$ cat src/rtl/portion_path.sv
module portion_path #(
  parameter int WORD_W  = 24,
  parameter int BYTE_W  = 8,
  parameter int FIELD_W = 15,
  parameter bit REG_OUT = 1'b1
) (
  input  logic              clk,
  input  logic              rst_n,
  input  logic [WORD_W-1:0] mem_word_in,
  input  logic [WORD_W-1:0] reg_in,
  input  logic [2:0]        code,
  input  logic              portion_en,
  output logic [WORD_W-1:0] operand_out,
  output logic [WORD_W-1:0] merged_word_out
);
  localparam int LANES = WORD_W / BYTE_W;
  localparam int UP_W  = WORD_W - BYTE_W;
  localparam int HI_W  = WORD_W - FIELD_W;

  logic [1:0]        lane_sel;
  logic              is_byte, is_field, fill;
  logic [BYTE_W-1:0] picked;
  logic [WORD_W-1:0] ld_next, st_next;

  assign lane_sel = code[1:0] - 2'd1;
  assign is_byte  = portion_en && (code[1:0] != 2'd0);
  assign is_field = portion_en && (code == 3'd4);

  always_comb begin
    picked = '0;
    for (int i = 0; i < LANES; i++)
      if (lane_sel == i[1:0]) picked = mem_word_in[i*BYTE_W +: BYTE_W];
  end

  assign fill = ~code[2] & picked[BYTE_W-1];

  assign ld_next = is_byte  ? {{UP_W{fill}}, picked} :
                   is_field ? {{HI_W{1'b0}}, mem_word_in[FIELD_W-1:0]} :
                              mem_word_in;

  always_comb begin
    if (is_field) begin
      st_next = {mem_word_in[WORD_W-1:FIELD_W], reg_in[FIELD_W-1:0]};
    end else if (is_byte) begin
      st_next = mem_word_in;
      for (int i = 0; i < LANES; i++)
        if (lane_sel == i[1:0]) st_next[i*BYTE_W +: BYTE_W] = reg_in[BYTE_W-1:0];
    end else begin
      st_next = reg_in;
    end
  end

  generate
    if (REG_OUT) begin : g_reg
      always_ff @(posedge clk or negedge rst_n) begin
        if (!rst_n) begin
          operand_out     <= '0;
          merged_word_out <= '0;
        end else begin
          operand_out     <= ld_next;
          merged_word_out <= st_next;
        end
      end
    end else begin : g_comb
      assign operand_out     = ld_next;
      assign merged_word_out = st_next;
    end
  endgenerate
endmodule

$ cat config.mk
export PLATFORM = sky130hd
export DESIGN_NAME = portion_path
export DESIGN_NICKNAME = d
export VERILOG_FILES = /design/src/rtl/portion_path.sv
export SDC_FILE = /design/constraint.sdc
export NUM_CORES = 1
export LEC_CHECK = 0
export BUFFER_PORTS_ARGS = -buffer_cell sky130_fd_sc_hd__buf_2
export CAP_MARGIN = 10
export CORE_MARGIN = 10
export CORE_UTILIZATION = 30
export CTS_CLUSTER_SIZE = 25
export DETAILED_ROUTE_END_ITERATION = 12
export PLACE_DENSITY = 0.65
export SYNTH_ARGS = -nofsm -noshare
export SYNTH_HDL_FRONTEND = slang
export SYNTH_SLANG_ARGS = --single-unit
$ cat constraint.sdc
create_clock -name clk -period 0.8 [get_ports clk]
set_input_delay 0.04 -clock clk [delete_from_list [all_inputs] [get_ports clk]]
set_output_delay 0.04 -clock clk [all_outputs]
set_load 0.02 [all_outputs]
# Word level (Yosys, flattened, before mapping)
# Cells that the tools add are included.
# totals
ff_bits	48
out_inout_bits	48
wordCells	22
input_bits	54
# classes
n_addsub	1
bitwise	2
mux	10
reduce_logical	4
n_eq_ne	3
# op_table
operator	n
$mux W24	4
$mux W8	6
$eq A3 B3 Y1 const B	1
$eq A2 B1 Y1 const B	1
$eq A2 B2 Y1 const B	1
$logic_and A1 B1 Y1	2
$logic_not A2 Y1	1
$reduce_bool A2 Y1	1
$sub A2 B1 Y2 const B	1
$and A1 B1 Y1	1
$not A1 Y1	1

# Depth between registers and ports, before layout
# depth
depth_word	7
ltp_mapped	5
ltp_nobuf	3

# Worst setup path before layout
# Ideal clock, no wire load.
# synth_path
kind	input to register
from	in portion_en
to	reg merged_word_out[4]
stages	3
setup_ps	125
n_path_buf	1
required_time_ps	675
t_arrival_ps	886
slack_ps	-211
path_cell_list	nand2_1 clkbuf_1 mux2_2
# synth_between
elab_chain_len	3
word_cells_on_any_way	4
classes_between	mux: 2; reduce/logical: 2
# synth_lines
item	line_no	source
start: declaration	12	input logic portion_en,
$logic_and A1 B1 Y1	26	assign is_byte = portion_en && (code[1:0] != 2'd0);
$mux W24	44	end else if (is_byte) begin
$mux W24 *	42	if (is_field) begin
net st_next[4]	23	logic [WORD_W-1:0] ld_next, st_next;
end signal: assignment	61	merged_word_out <= st_next;
end: declaration	14	output logic [WORD_W-1:0] merged_word_out
# The timed path passes the listed nets; every way through them passes the cells marked *.

# Worst setup path in the final report
# layout_path
from	reg operand_out[2]
to	out operand_out[2]
# layout_rtl
item	line_no	source
start: declaration	13	output logic [WORD_W-1:0] operand_out,
start signal: assignment	60	operand_out <= ld_next;
# No word-level cell between the ends.

==> run_results.csv <==
group,metric,value,unit
final_layout,fin_util,53.0,%
drt,routed_via_density,4.78,
final_layout,nets,377,
synth,ys_ff_latch,48,
floorplanning,start_util,30.9,%
drt,drcViolationCount,0,
sta,drv_slew,0,
clock_tree,cts_setup_buffers,0,
synth,synthesis.nets,238,
sta,final.period_utilization,110,%
sta,hold_violations,0,
synth,avgSynthCellArea,11.4,sq um
clock_tree,cts-htree-levels,2,
final_layout,final_layout_size_suffix_gt1_share,45.7,%
synth,syn_area,2100,sq um
floorplanning,die_h,104,microns
critical_path,slowest_stage,"dfrtp_1",
drt,ant_nets,0,
clock_tree,cts_buffers,5,
clock_tree,cts_root_buf,"clkbuf_8",
critical_path,worstSetupPathType,"reg -> out",
drt,drt_wl_total,7470,microns
global_route,grt_pass1_wl,12300,microns
job,cap_violations,0,
critical_path,arrival,0.84,ns
critical_path,cp_num_buf_inv,1,
sta,grt_setup_unrepaired,"yes",
global_route,grt_pass1_vias,2247,
global_route,grt_overflow_total,0,
floorplanning,core_area,6790,sq um
floorplanning,ioPinCount,102,
power,p_per_area,1770,nW/um^2
final_layout,n_antenna_cell,0,
drt,vias,2006,
final_layout,syn_to_final_growth,71.6,%
global_route,antenna_found_initial,0,
drt,first_iter_violations,79,
sta,period_needed,0.878,ns
synth,yosys_warnings,0,
clock_tree,cts.sink_count,48,
floorplanning,die_x,104,microns
critical_path,cp_max_fo,1,
final_layout,seq_area,1200,sq um
sta,slew_headroom,64.5,%
critical_path,crit_chain,"buf_6",
sta,tightest_slew,0.529,ns
place,place_congestion,0.821,
drt,firstDrtPassIters,4,
sta,fmax,1140,MHz
clock_tree,cts_tree,"built",
status,violations,"setup timing",
critical_path,crit_required,0.76,ns
sta,setup_slack,-0.0781,ns
drt,avgRoutedWirePerCell,17.8,microns
synth,yosysSeqAreaShare,57.3,%
critical_path,critPathCaptureType,"output port",
floorplanning,rows,30,
status,status,"finished, violations left",
critical_path,critPathMaxStageDelay,0.40,ns
global_route,grt_max_degree,49,
final_layout,n_fill_cell,614,
power,peakVddDrop,0.936,mV
critical_path,critPathLaunchType,"register",
global_route,grtUsageTotal,14.1,%
place,hpwl,5650,microns
final_layout,design_area,3600,sq um
clock_tree,cts_buffer_depth,2,
floorplanning,die-area,10700,sq um
place,placed_cell_area,2920,sq um
critical_path,crit_family,"flip-flops",
final_layout,multi_input_area,850,sq um
place,io_buffers,101,
power,leakage,0.00175,uW
synth,syn-instance-count,184,
synth,synth.distinct_cells,25,
sta,setup-violations-final,48,
clock_tree,path_clk_slew,0.09,ns
worst_hold_path,hp-class,"in -> reg",
sta,final.setup.tns,-2.54,ns
[synth_stat cells (all sizes together)]
library cell | number | area [sq um]
o31ai | 1 | 21.3
nor2b | 1 | 6.26
o211ai | 1 | 7.51
a21o | 16 | 120
o32ai | 1 | 27.5
nand3b | 7 | 52.6
clkbuf | 6 | 22.5
or2 | 1 | 6.26
mux2i | 8 | 80.1
o21ai | 24 | 120
or3b | 1 | 8.76
buf | 7 | 42.5
mux2 | 8 | 90.1
o221ai | 9 | 78.8
o22ai | 7 | 43.8
o31a | 1 | 8.76
dfrtp | 48 | 1200
a21oi | 15 | 75.1
nand2 | 19 | 71.3
nand3 | 1 | 5.00
inv | 2 | 7.51
[area by class of cell]
type / count / share of cell area [%]
multi-input cells: 121 / 23.6
clock inverters: 1 / 0.834
flip-flops and latches: 48 / 33.4
clock buffers: 7 / 2.68
inverters: 2 / 0.209
repair buffers: 145 / 36.0
well taps: 96 / 3.34
[power breakdown]
part           switching, uW  internal (uW)  total (uW)
sequential               107           2640        2740
combinational            840            884        1720
clock                    815           1100        1920
total                   1760           4620        6390
[cell families after synthesis]
group	count (synthesis)	synth area share [%]
mux	16	8.11
buf+inv	15	3.46
simple gates	30	7.16
flops	48	57.3
compound gates	75	24.0
[state kept, by name (all words and copies together), names as in the netlist]
signal	count
merged_word_out	24
operand_out	24
[through the flow]
stage / hold WS [ns] / cells / power, uW / worst slack, ns
floorplan: -0.256 / 184 / 3430 / -0.115
global placement: 0.0430 / 389 / 4100 / -0.284
detailed placement: 0.0477 / 389 / 4130 / -0.314
CTS: 0.000328 / 420 / 6440 / -0.0903
global route: 0.00627 / 420 / 6680 / -0.108
finish: 0.00155 / 420 / 6390 / -0.0781
[path summary, 6_finish.rpt]
kind	start	end	cells after the start
worst max-delay path	operand_out[2]$_DFF_PN0_	operand_out[2]	1
worst min-delay path	mem_word_in[18]	operand_out[18]$_DFF_PN0_	2
max in group asynchronous	rst_n	merged_word_out[23]$_DFF_PN0_	3
min in group asynchronous	rst_n	merged_word_out[12]$_DFF_PN0_	3
[layer usage]
layer  GRT usage [%]  part of all wire [%]  routed length [microns]
met1            16.4                    41                     3080
met2            24.5                    52                     3870
met3            3.78                   5.5                      414
met4            3.93                   1.4                      101
met5               0                     0                        0
[cells in the final DEF, fill, tap and decap left out]
cell / instances
o32ai_4: 1
dlygate4sd3_1: 23
mux2i_2: 1
o221ai_2: 2
buf_2: 53
mux2i_1: 7
clkbuf_8: 7
buf_6: 48
nand2_2: 3
nand2_1: 16
dfrtp_1: 48
a21o_1: 16
o21ai_0: 22
o31a_1: 1
inv_1: 2
a21oi_1: 15
mux2_2: 8
nand3_1: 1
or3b_4: 1
o211ai_1: 1
o21ai_1: 2
nand3b_1: 7
or2_2: 1
bufinv_16: 1
nor2b_1: 1
o221ai_1: 7
buf_12: 8
o31ai_4: 1
o22ai_1: 7
buf_4: 13
[timing repair]
action                                  in CTS  in global routing
gates resized for setup                     96                  5
endpoints found under the setup margin      48                 71
hold buffers                                23                  0
hold endpoints to repair                    77                  0
gates cloned                                 0                  0
Power figures use the tool's default switching activity.
